File: config.mk
export PLATFORM = sky130hd
export DESIGN_NAME = dma_csr_block
export DESIGN_NICKNAME = d
export VERILOG_FILES = /design/src/rtl/dma_csr_block.sv
export SDC_FILE = /design/constraint.sdc
export NUM_CORES = 1
export LEC_CHECK = 0
export BUFFER_PORTS_ARGS = -buffer_cell sky130_fd_sc_hd__buf_2
export CAP_MARGIN = 40
export CELL_PAD_IN_SITES_DETAIL_PLACEMENT = 0
export CELL_PAD_IN_SITES_GLOBAL_PLACEMENT = 2
export CORE_UTILIZATION = 35
export CTS_BUF_LIST = sky130_fd_sc_hd__clkbuf_16
export DETAILED_ROUTE_END_ITERATION = 8
export PLACE_DENSITY = 0.77
export SLEW_MARGIN = 20
export SYNTH_ARGS = -nofsm -noshare
export SYNTH_HDL_FRONTEND = slang
export SYNTH_SLANG_ARGS = --single-unit
File: constraint.sdc
create_clock -name clk -period 3.3 [get_ports clk]
set_input_delay 0.165 -clock clk [delete_from_list [all_inputs] [get_ports clk]]
set_output_delay 0.165 -clock clk [all_outputs]
set_load 0.1 [all_outputs]
File: src/rtl/dma_csr_block.sv
module dma_csr_block #(
  parameter int ADDR_W = 16,
  parameter int DATA_W = 32,
  parameter int IDX_LIMIT = 1024,
  parameter logic [DATA_W-1:0] VERSION_WORD = DATA_W'(32'h1012)
) (
  input  logic              clk,
  input  logic              rst_n,
  input  logic [ADDR_W-1:0] csr_addr,
  input  logic              csr_wr,
  input  logic [DATA_W-1:0] csr_wdata,
  output logic [DATA_W-1:0] csr_rdata,
  input  logic              ev_tx_done,
  input  logic              ev_rx_done,
  input  logic              ev_rx_nobuf,
  output logic              irq,
  output logic              tx_poll
);
  localparam int IDX_W = ADDR_W - 2;
  localparam logic [IDX_W-1:0] IX_VER    = IDX_W'(10'h008);
  localparam logic [IDX_W-1:0] IX_BMODE  = IDX_W'(10'h3C0);
  localparam logic [IDX_W-1:0] IX_KICK   = IDX_W'(10'h3C1);
  localparam logic [IDX_W-1:0] IX_RXBASE = IDX_W'(10'h3C3);
  localparam logic [IDX_W-1:0] IX_TXBASE = IDX_W'(10'h3C4);
  localparam logic [IDX_W-1:0] IX_STAT   = IDX_W'(10'h3C5);
  localparam logic [IDX_W-1:0] IX_IEN    = IDX_W'(10'h3C7);
  localparam logic [IDX_W-1:0] IX_CURTX  = IDX_W'(10'h3D2);
  localparam logic [IDX_W-1:0] IX_CURRX  = IDX_W'(10'h3D3);
  localparam logic [IDX_W-1:0] IX_LIMIT  = IDX_W'(IDX_LIMIT);

  logic [IDX_W-1:0]  idx;
  logic              in_range, unused_lsb;
  logic [DATA_W-1:0] status_q, status_d, ien_q, ien_d, ev_set;
  logic [DATA_W-1:0] bmode_q, rxbase_q, txbase_q, currx_q, curtx_q;

  assign idx        = csr_addr[ADDR_W-1:2];
  assign unused_lsb = ^csr_addr[1:0];
  assign in_range   = idx < IX_LIMIT;

  function automatic logic hit(input logic [IDX_W-1:0] k);
    return csr_wr && in_range && (idx == k);
  endfunction

  always_comb begin
    ev_set = '0;
    ev_set[0]  = ev_tx_done;
    ev_set[6]  = ev_rx_done;
    ev_set[7]  = ev_rx_nobuf;
    ev_set[15] = ev_rx_nobuf;
    ev_set[16] = ev_tx_done | ev_rx_done;
  end

  assign status_d = (hit(IX_STAT) ? (status_q & ~csr_wdata) : status_q) | ev_set;
  assign ien_d    = hit(IX_IEN) ? csr_wdata : ien_q;

  always_ff @(posedge clk) begin
    if (!rst_n) begin
      status_q <= '0;
      ien_q    <= '0;
      bmode_q  <= '0;
      rxbase_q <= '0;
      txbase_q <= '0;
      currx_q  <= '0;
      curtx_q  <= '0;
      irq      <= 1'b0;
      tx_poll  <= 1'b0;
    end else begin
      status_q <= status_d;
      ien_q    <= ien_d;
      irq      <= |(status_d & ien_d);
      tx_poll  <= hit(IX_KICK);
      if (hit(IX_BMODE)) bmode_q <= {csr_wdata[DATA_W-1:1], 1'b0};
      if (hit(IX_RXBASE)) begin
        rxbase_q <= csr_wdata;
        currx_q  <= csr_wdata;
      end
      if (hit(IX_TXBASE)) begin
        txbase_q <= csr_wdata;
        curtx_q  <= csr_wdata;
      end
      if (hit(IX_CURRX)) currx_q <= csr_wdata;
      if (hit(IX_CURTX)) curtx_q <= csr_wdata;
    end
  end

  always_comb begin
    csr_rdata = '0;
    if (in_range) begin
      case (idx)
        IX_VER:    csr_rdata = VERSION_WORD;
        IX_BMODE:  csr_rdata = bmode_q;
        IX_RXBASE: csr_rdata = rxbase_q;
        IX_TXBASE: csr_rdata = txbase_q;
        IX_STAT:   csr_rdata = status_q;
        IX_IEN:    csr_rdata = ien_q;
        IX_CURTX:  csr_rdata = curtx_q;
        IX_CURRX:  csr_rdata = currx_q;
        default:   csr_rdata = '0;
      endcase
    end
  end

  AST_IRQ_TRACKS: assert property (@(posedge clk) disable iff (!rst_n)
    irq == |(status_q & ien_q)) else $error("irq mismatch");
  AST_W1C_CLEARS: assert property (@(posedge clk) disable iff (!rst_n)
    (hit(IX_STAT) && ev_set == '0) |=> status_q == ($past(status_q) & ~$past(csr_wdata)))
    else $error("w1c");
  AST_RX_EVT_WINS: assert property (@(posedge clk) disable iff (!rst_n)
    ev_rx_done |=> (status_q[6] && status_q[16])) else $error("rx evt");
  AST_NOBUF_EVT: assert property (@(posedge clk) disable iff (!rst_n)
    ev_rx_nobuf |=> (status_q[7] && status_q[15])) else $error("nobuf evt");
  AST_RX_RELOAD: assert property (@(posedge clk) disable iff (!rst_n)
    hit(IX_RXBASE) |=> currx_q == $past(csr_wdata)) else $error("rx reload");
  AST_TX_RELOAD: assert property (@(posedge clk) disable iff (!rst_n)
    hit(IX_TXBASE) |=> curtx_q == $past(csr_wdata)) else $error("tx reload");
  AST_BMODE_LSB: assert property (@(posedge clk) disable iff (!rst_n)
    hit(IX_BMODE) |=> bmode_q == {$past(csr_wdata[DATA_W-1:1]), 1'b0}) else $error("bmode");
  AST_KICK_PULSE: assert property (@(posedge clk) disable iff (!rst_n)
    hit(IX_KICK) |=> tx_poll) else $error("kick");
  AST_OOR_IGNORED: assert property (@(posedge clk) disable iff (!rst_n)
    (csr_wr && !in_range) |=> ($stable(bmode_q) && $stable(ien_q) && $stable(rxbase_q)))
    else $error("oor write");
endmodule

==> results of run 1 <==
==> cells in the final DEF, fill, tap and decap left out, drive strengths merged, types with 2 or more instances in the layout <==
master       synthesis  routed
nand2              381     381
dfxtp              225     225
a21oi              169     169
buf                 10     115
mux2i               64      64
nor2                45      45
dlygate4sd3          0      36
mux2                32      32
o211ai              29      29
and3                29      29
a222oi              28      28
nand3b              28      28
clkbuf              82      26
clkinv               0      15
nand4                8       8
nor4                 8       8
nand3                7       7
inv                  3       7
a22oi                4       4
or4                  3       3
nand4bb              2       2
nor3                 2       2
and2                 2       2
o22ai                2       2
==> worst max-delay path, delay by kind of cell <==
kind                   cells  cell delay, ns
AO/OA/AOI/OAI              1            0.17
buffers and inverters      3            0.62
AND/OR/NAND/NOR            4            1.63
==> path summary, 6_finish.rpt <==
path                start             to  slack, ns  cells past startpoint
max          csr_addr[15]  csr_rdata[17]       0.53                      8
min           csr_addr[4]        tx_poll       0.07                      3
max reg2reg     ien_q[31]            irq       1.82                      5
min reg2reg  txbase_q[10]   txbase_q[10]       0.45                      2
==> sequential cells by signal, indices dropped and copies added, names as in the netlist <==
signal    flops
tx_poll       1
status_q     32
curtx_q      32
bmode_q      31
rxbase_q     32
ien_q        32
currx_q      32
irq           1
txbase_q     32
==> metal layers <==
layer,vias up,track usage,wire length (um)
li1,4220,-,-
met1,4073,0.2906,14150
met4,0,0.04308,464
met5,-,0,0
met2,183,0.3534,13980
met3,34,0.02222,1132
==> repair_timing <==
action	4_1_cts	5_1_grt
hold endpoints to repair	175	0
hold buffers	36	0
resized for setup	0	0
==> stage by stage <==
stage / hold slack, ns / std cells / power (uW)
final: 0.06997 / 1618 / 5588
after global routing: 0.07066 / 1618 / 5776
after CTS: 0.04767 / 1618 / 5656
after detailed placement: 0.4423 / 1536 / 2978
after global placement: 0.4367 / 1534 / 2980
after floorplan: 0.2930 / 1172 / 2867
==> cell families (layout without fill, tap and decap cells) <==
kind of cell	count (synthesis)	after routing
AND/OR/NAND/NOR	520	520
AO/OA/AOI/OAI	236	236
flip-flops	225	225
multiplexers	96	96
buffers and inverters	95	200
==> power by group <==
part	total (uW)	switching (uW)	internal [uW]
Combinational	228	145	83.0
Sequential	2720	2.37	2720
Clock	2640	1140	1500
Total	5590	1290	4300
==> area by class of cell <==
| class | instances | area [sq um] |
|---|---|---|
| fill | 2663 | 14840 |
| multi-input combinational | 852 | 4702 |
| sequential | 225 | 4504 |
| timing repair buffer | 151 | 1615 |
| clock buffer | 26 | 650.6 |
| tap | 341 | 426.7 |
| clock inverter | 20 | 120.1 |
| inverter | 3 | 16.27 |
==> impl_results.md, run 1 <==
* Synth async-reset ratio at 0
* Worst Max-Slew Pin Slew at 0.7047 ns
* CP required at 3.13 ns
* Post-synthesis adder-cell area fraction at 0
* Layout cells sized above 1 at 0.1488
* Part of the cycle the worst path needs at 0.8397
* Final Worst Setup Slack at 0.5291 ns
* Layout Nets at 1,313
* CTS Sinks at 225
* Worst min path class: in2reg
* DR vias/cell at 5.260
* Post-CTS setup buffer count at 0
* Max Clock Freq at 360.9 MHz
* Complex-gate fraction of the synthesized area at 0.1477
* Routed WL at 29,720 um
* Synth cell types at 37
* Crit path kind: in2out
* Worst stage delay on the critical path at 0.60 ns
* Initial Util at 0.3558
* Syn avg cell area at 8.158 sq um
* GPL Wtd Cong at 0.7475
* Placed Area at 10,900 sq um
* Via count at 8,510
* Port bufs at 85
* Most instantiated cells after synthesis: 381 x nand2_1, 225 x dfxtp_1, 169 x a21oi_1
* Synth Area in XOR/XNOR at 0
* Layout area overhead at 25.87%
* Leakage at 0.004476 uW
* Final Max Tran Viols at 0
* Fin area at 12,040 sq um
* Fin Setup TNS at 0 ns
* Dpl hpwl at 18,030 um
* Final ANT Viol Nets at 0
* Largest net degree at the start of global routing at 87
* CP Data Arrival Time at 2.61 ns
* Synth area leader: dfxtp_1
* Synthesized Nets at 1,226
* Synth Instances at 1,172
* Final core occ at 0.4478
* Synth Flop Type: dfxtp_1
* Initial antenna violation count at 0
* YS warnings at 0
* Clock Skew at 0.01301 ns
* Clock Root Buffer: clkbuf_16
* Final Hold Viols at 0
* CP endpoint kind: output pin
* Pre-antenna DRT Iters at 8
* Sequential element share of the synthesized area at 0.4711
* Critical path cell sequence: buf_2, or4_4, nor4_1, and4b_1, buf_4, nand2_1, o211ai_1, buf_12
* Top-count cell post-synth: nand2_1
* CP startpoint kind: primary input
* Post-synthesis simple-gate area fraction at 0.2355
* Inserted Clock Buffers at 26
* Count of flip-flops with a built-in enable after synthesis at 0
* Htree depth at 1
* Global-route wire length before repair at 46,620 um
* CTS tree: done
* RSZ-0062 raised after global routing: no
* Clock slew at reported path FFs at 0.06 ns
* Rows at 60
* Rel. slew slack at 0.5266
* Clk Latency, worst-skew pair at 0.53 ns
* Post-synthesis mux area share at 0.1047
* DRC at 0
* Synth Register Bits at 225
* Final Setup Violations at 0
* CTS max path bufs at 3
* Core area at 26,880 sq um
* Initial DRC Count at 668
* Pwr dens at 464.3 nW/um^2
* MaxCap Viol Count at 0
* Dominant cells by area after synthesis: dfxtp_1 47%, nand2_1 15%, a21oi_1 8.8%, mux2i_1 6.7%, mux2_2 3.8%
* Pre-CTS WS at 0.4811 ns
* Crit path max fanout at 16
* WL per Instance at 18.37 um
* Post-Synthesis Cell Area at 9562 sq um
* Die Footprint at 27,980 sq um
* Die Y-Extent at 167.3 um
* CP max stage cell: or4_4
* Die width at 167.3 um
* Status: complete, no violations
* Peak VDD IR at 0.2835 mV
* Num ports at 88
* Largest family of logic cells by synthesized area: simple AND/OR/NAND/NOR gates
* Overall routing resource usage at 0.2101
* Inserted Diodes at 0
* Yosys top cell area share at 0.4711
* Grt ovf at 0
* Final min period at 2.771 ns
* Vias in the first global route at 8,039
Power figures use the tool's default switching activity.
==> run 2: changes to the inputs <==
ABC_AREA = 1   (was not set)
CORE_UTILIZATION = 31   (was 35)
PLACE_DENSITY = 0.75   (was 0.77)
clock period = 2.3 ns   (was 3.3 ns; I/O delays follow)
==> run 2 against run 1 <==
  * Sequential share of layout area down 1.5 points
  * Synthesized area is 1.5% higher
  * Critical endpoint is now csr_rdata[5]
  * Largest cell class is now sequential cells
  * Utilization fell by 3.9 points
  * Count of clock-buffer cells in the layout increased by 1
==> impl_results.md, run 2 <==
* Commonest cells after routing, fill and taps aside: 225 x dfxtp_1, 201 x inv_1, 194 x a21oi_1, 148 x nand2_1, 147 x o21ai_0
* Filler cell count at 3,223
* CTS tree: done
* Die width at 179.0 um
* RR Endpoint: irq
* Global-route wire length before repair at 50,430 um
* Initial antenna violation count at 0
* Final ANT Viol Nets at 0
* Post-CTS setup buffer count at 0
* CP required at 2.18 ns
* Layout Nets at 1,475
* Synthesized Nets at 1,370
* Internal at 6445 uW
* Syn avg cell area at 7.378 sq um
* Clock Power Share at 0.493
* Layout area overhead at 29.03%
* Die Footprint at 32,030 sq um
* Clock slew at reported path FFs at 0.06 ns
* CP Data Arrival Time at 1.96 ns
* Vias in the first global route at 8,842
* Synth async-reset ratio at 0
* Crit path max fanout at 14
* Max Clock Freq at 482.7 MHz
* Worst Hold Path Cells at 3
* Worst min path class: in2reg
* Critical R2R Launch: ien_q[3]
* MaxCap Viol Count at 0
* RSZ-0062 raised after global routing: no
* Final Setup Violations at 0
* Final min period at 2.072 ns
* Fin area at 12,530 sq um
* Pwr dens at 662.8 nW/um^2
* Reg2reg path depth at 8
* Dominant cells by area after synthesis: dfxtp_1 46%, a21oi_1 10%, inv_1 7.6%, o21ai_0 7.6%, nand2_1 5.8%
* Routed WL at 32,160 um
* Clk Latency, worst-skew pair at 0.53 ns
* Synth Register Bits at 225
* CTS max path bufs at 3
* Yosys top cell area share at 0.4639
* Post-Synthesis Cell Area at 9709 sq um
* Initial Util at 0.3166
* Final Hold Viols at 0
* CTS Sinks at 225
* Proportion of power drawn by flip-flops and latches at 0.470
* Pre-antenna DRT Iters at 5
* Htree depth at 1
* Die Y-Extent at 179.0 um
* Clock Root Buffer: clkbuf_16
* DR vias/cell at 4.967
* Grt ovf at 0
* Most common cell after layout, fill and taps aside: dfxtp_1
* Placed Area at 11,310 sq um
* Core area at 30,670 sq um
* Peak VDD IR at 0.5140 mV
* Layout cells sized above 1 at 0.1280
* Fin Hold WS at 0.04686 ns
* Net Sw Frac at 0.2239
* Top-count cell post-synth: dfxtp_1
* CP endpoint kind: output pin
* Synth Flop Type: dfxtp_1
* DRC at 0
* Sequential element share of the synthesized area at 0.4639
* Worst Max-Slew Pin Slew at 0.4965 ns
* Largest net degree at the start of global routing at 55
* Synth cell types at 32
* WL per Instance at 17.53 um
* Non-Filler Instances at 1,834
* Crit path kind: in2out
* Status: complete, no violations
* Synth Instances at 1,316
* Gate power share at 0.037
* CP max stage cell: buf_4
* Critical path cell sequence: buf_2, inv_2, nand2_1, nor3_1, nand3_1, inv_1, buf_4, a221oi_1, o211ai_1, buf_12
* Switching power at 1860 uW
* Dpl cells at 1,750
* Dpl hpwl at 20,220 um
* Hold path endpoint: rxbase_q[11]
* CP startpoint kind: primary input
* Rows at 64
* Overall routing resource usage at 0.2057
* Leakage at 0.004888 uW
* Hold Crit Start: rst_n
* Port bufs at 85
* Via count at 9,109
* Clock Skew at 0.01121 ns
* Final Max Tran Viols at 0
* YS warnings at 0
* Part of the cycle the worst path needs at 0.9008
* Rel. slew slack at 0.6676
* Inserted Diodes at 0
* Synth area leader: dfxtp_1
* Num ports at 88
* GPL Wtd Cong at 0.7679
* Inserted Clock Buffers at 26
* Worst stage delay on the critical path at 0.30 ns
* Initial DRC Count at 481
* R2R Setup Slk at 1.06 ns
* Most instantiated cells after synthesis: 225 x dfxtp_1, 196 x inv_1, 194 x a21oi_1
* Count of flip-flops with a built-in enable after synthesis at 0
==> run 2: cell types whose count changed after synthesis, sizes merged, moves of 28 or more <==
cell and change:
a221oi +45, a222oi -28, and3 -29, inv +196, mux2 -32, mux2i -64, nand2 -230, nand3 +45
nand3b -28, nor2 +74, o21ai +184
==> run 2: power groups by stage <==
stage | sequential (uW) | clock [uW] | combinational, uW
2_1_floorplan | 3990 | 0 | 126
5_1_grt | 3900 | 4350 | 340
4_1_cts | 3910 | 4200 | 310
3_3_place_gp | 3990 | 0 | 262
3_5_place_dp | 3990 | 0 | 261
6_report | 3910 | 4090 | 307
==> run 2: cell families (layout without fill, tap and decap cells) <==
kind of cell	Yosys count	after routing	share of synthesized area
AO/OA/AOI/OAI	473	473	0.2756
AND/OR/NAND/NOR	331	331	0.1434
buffers and inverters	287	409	0.1170
flip-flops	225	225	0.4639
==> run 2: worst max path at each step <==
stage / from / cells after the start / end
2_1_floorplan: csr_addr[12] / 6 / csr_rdata[2]
3_3_place_gp: csr_addr[4] / 12 / csr_rdata[1]
3_5_place_dp: csr_addr[12] / 14 / irq
4_1_cts: csr_addr[4] / 12 / csr_rdata[1]
5_1_grt: csr_addr[4] / 12 / csr_rdata[1]
6_report: csr_addr[4] / 10 / csr_rdata[5]
==> run 2: timing repair <==
item                                   in CTS  in global routing
gates resized for setup                     0                  0
endpoints found under the hold margin     202                  0
hold buffers                               39                  0
==> run 2: layout make-up <==
type | instances | area (sq um) | share of cell area
clock buffers | 27 | 675.6 | 0.05393
clock inverters | 18 | 150.1 | 0.01198
inverters | 199 | 747.0 | 0.05962
multi-input cells | 804 | 4136 | 0.3302
flip-flops and latches | 225 | 4504 | 0.3595
well taps | 396 | 495.5 | 0.03955
repair buffers | 165 | 1819 | 0.1452
==> run 2: worst max-delay path, delay by kind of cell <==
kind,cells,cell delay [ns]
and+or+nand+nor,3,0.50
AOI/OAI and AO/OA,2,0.40
buffers and inverters,5,0.92
==> run 2: per-stage QoR <==
step	worst slack, ns	util	TNS (ns)	power (uW)
2_1_floorplan	-0.1413	-	-3.669	4118
6_report	0.2283	0.4085	0	8304
3_3_place_gp	0.2132	0.3688	0	4255
5_1_grt	0.04172	0.4085	0	8600
4_1_cts	0.2354	0.4085	0	8415
3_5_place_dp	0.2168	0.3688	0	4253
==> run 2: metal layers <==
| metal | global-route usage | up-vias | share of wire |
|---|---|---|---|
| met4 | 0.04873 | 0 | 0.021 |
| met3 | 0.02205 | 45 | 0.034 |
| met2 | 0.3562 | 178 | 0.47 |
| li1 | - | 4608 | - |
| met5 | 0 | - | 0 |
| met1 | 0.2718 | 4278 | 0.47 |
==> run 3: changes to the inputs <==
SETUP_SLACK_MARGIN = 0.4   (was not set)
SLEW_MARGIN = not set   (was 20)
==> run 3 against run 2 <==
  * Flip-flop and latch count stayed put
  * Clock power rose by 11%
  * Combinational power grew 4%
  * Total power grew 5.6%
  * Sequential power about the same
  * Count of clock-buffer cells in the layout is the same
  * Global-route usage decreased by 0.12 points
  * Via count is 1.1% higher
  * Clock skew about the same
==> impl_results.md, run 3 (synthesized netlist as in run 2, its figures left out) <==
* Status: complete, no violations
* Leakage at 0.005211 uW
* Largest net degree at the start of global routing at 161
* Pre-antenna DRT Iters at 5
* Clk Latency, worst-skew pair at 0.54 ns
* Layout Nets at 1,489
* Initial DRC Count at 553
* Internal at 6820 uW
* Clock Power Share at 0.518
* Clock Root Buffer: clkbuf_16
* CP Capture Point: csr_rdata[1]
* Gate power share at 0.037
* Rows at 64
* Proportion of power drawn by flip-flops and latches at 0.445
* Part of the cycle the worst path needs at 0.8565
* Routed WL at 33,950 um
* Net Sw Frac at 0.2225
* Die Footprint at 32,030 sq um
* Grt ovf at 0
* Total power at 8772 uW
* Worst Max-Slew Pin Slew at 0.6633 ns
* CTS Sinks at 225
* Inserted Clock Buffers at 27
* CP endpoint kind: output pin
* Commonest cells after routing, fill and taps aside: 225 x dfxtp_1, 195 x inv_1, 194 x a21oi_1, 144 x o21ai_0, 142 x nand2_1
* Global-route wire length before repair at 49,870 um
* Final Hold Viols at 0
* Layout area overhead at 36.22%
* WL per Instance at 18.33 um
* RSZ-0062 raised after global routing: yes
* RR Endpoint: irq
* Worst min path class: in2reg
* GPL Wtd Cong at 0.7427
* CP Launch Point: csr_addr[13]
* Via count at 9,213
* Filler cell count at 3,173
* Clock Skew at 0.01163 ns
* MaxCap Viol Count at 0
* CP required at 2.18 ns
* Met3 Usage GRT at 0.02332
* Num ports at 88
* Initial Util at 0.3166
* Final ANT Viol Nets at 0
* Reg2reg path depth at 9
* Die width at 179.0 um
* Pwr dens at 663.2 nW/um^2
* Critical R2R Launch: status_q[19]
* DR vias/cell at 4.975
* Inserted Diodes at 0
* Die Y-Extent at 179.0 um
* Htree depth at 1
* Crit path kind: in2out
* DRC at 0
* Switching power at 1952 uW
* Most Crowded Layer GR: met2
* Non-Filler Instances at 1,852
* Final Max Tran Viols at 0
* Clock slew at reported path FFs at 0.06 ns
* R2R Setup Slk at 1.13 ns
* Dpl cells at 1,747
* Port bufs at 85
* Routing usage on met1 at 0.2709
* Grt met2 use at 0.3502
* CP Data Arrival Time at 1.86 ns
* CTS max path bufs at 3
* Layout cells sized above 1 at 0.1717
* Dpl hpwl at 19,850 um
* Overall routing resource usage at 0.2045
* Crit path max fanout at 7
* Initial antenna violation count at 0
* CTS tree: done
* Final min period at 1.970 ns
* Peak VDD IR at 0.5809 mV
* Rel. slew slack at 0.5578
* Max Clock Freq at 507.6 MHz
* Core area at 30,670 sq um
* CP startpoint kind: primary input
* Final Setup Violations at 0
* Vias in the first global route at 8,678
* Most common cell after layout, fill and taps aside: dfxtp_1
run 3: cell types whose count changed in the layout (fill, tap and decap cells not counted), sizes merged:
cell and change:
clkinv +1, clkbuf +17, bufinv +3, clkinvlp +2, inv -1, dlygate4sd3 -1, buf -3
run 3: worst max-delay path, cell delays in order:
cell and delay [ns]:
buf_6 0.10, nor2_4 0.14, nand3_4 0.14, buf_6 0.15, nor3_4 0.31, clkbuf_16 0.25, nand2_4 0.05, o21ai_2 0.05
a211oi_2 0.06, o211ai_1 0.20, clkbuf_16 0.28
run 3: power by group through the flow:
stage               sequential, uW  clock, uW  combinational [uW]
finish                        3910       4540                 320
global route                  3910       4800                 350
CTS                           3910       4640                 309
detailed placement            3990          0                 258
global placement              3990          0                 259
floorplan                     3990          0                 126
run 3: cell type report:
type / instances / area [sq um] / area share
flip-flops and latches: 225 / 4504 / 0.3406
multi-input cells: 804 / 4358 / 0.3295
repair buffers: 178 / 2172 / 0.1642
inverters: 199 / 759.5 / 0.05742
clock buffers: 27 / 675.6 / 0.05108
well taps: 396 / 495.5 / 0.03746
clock inverters: 23 / 261.5 / 0.01977
run 3: routing by layer:
metal,up-vias,part of all wire
li1,4633,-
met1,4326,0.47
met2,204,0.47
met3,50,0.037
met4,0,0.026
met5,-,0
run 3: metrics by stage:
| stage | hold WS [ns] | area [sq um] | TNS [ns] | util | setup slack [ns] |
|---|---|---|---|---|---|
| after global placement | 0.4096 | 11270 | 0 | 0.3675 | 0.2684 |
| final | 0.1110 | 13230 | 0 | 0.4313 | 0.3300 |
| after CTS | 0.09786 | 12680 | 0 | 0.4136 | 0.3512 |
| after floorplan | 0.2694 | 9761 | -3.534 | - | -0.1401 |
| after global routing | 0.1168 | 13230 | 0 | 0.4313 | 0.2566 |
| after detailed placement | 0.4225 | 11270 | 0 | 0.3675 | 0.2522 |
run 3: timing repair:
| action | 4_1_cts | 5_1_grt |
|---|---|---|
| pin swaps | 7 | 27 |
| cloned | 1 | 6 |
| setup buffers | 3 | 7 |
| hold buffers | 39 | 0 |
| endpoints found under the setup margin | 16 | 33 |
| resized for setup | 9 | 91 |
| hold endpoints to repair | 202 | 0 |
run 3: worst min path at each step:
stage	startpoint	end	slack [ns]	cells after the start
4_1_cts	rst_n	ien_q[28]	0.1	3
6_report	rst_n	ien_q[28]	0.11	3
3_5_place_dp	csr_wdata[17]	rxbase_q[17]	0.42	3
5_1_grt	rst_n	status_q[30]	0.12	3
3_3_place_gp	csr_wdata[19]	rxbase_q[19]	0.41	3
2_1_floorplan	ev_tx_done	status_q[0]	0.27	2
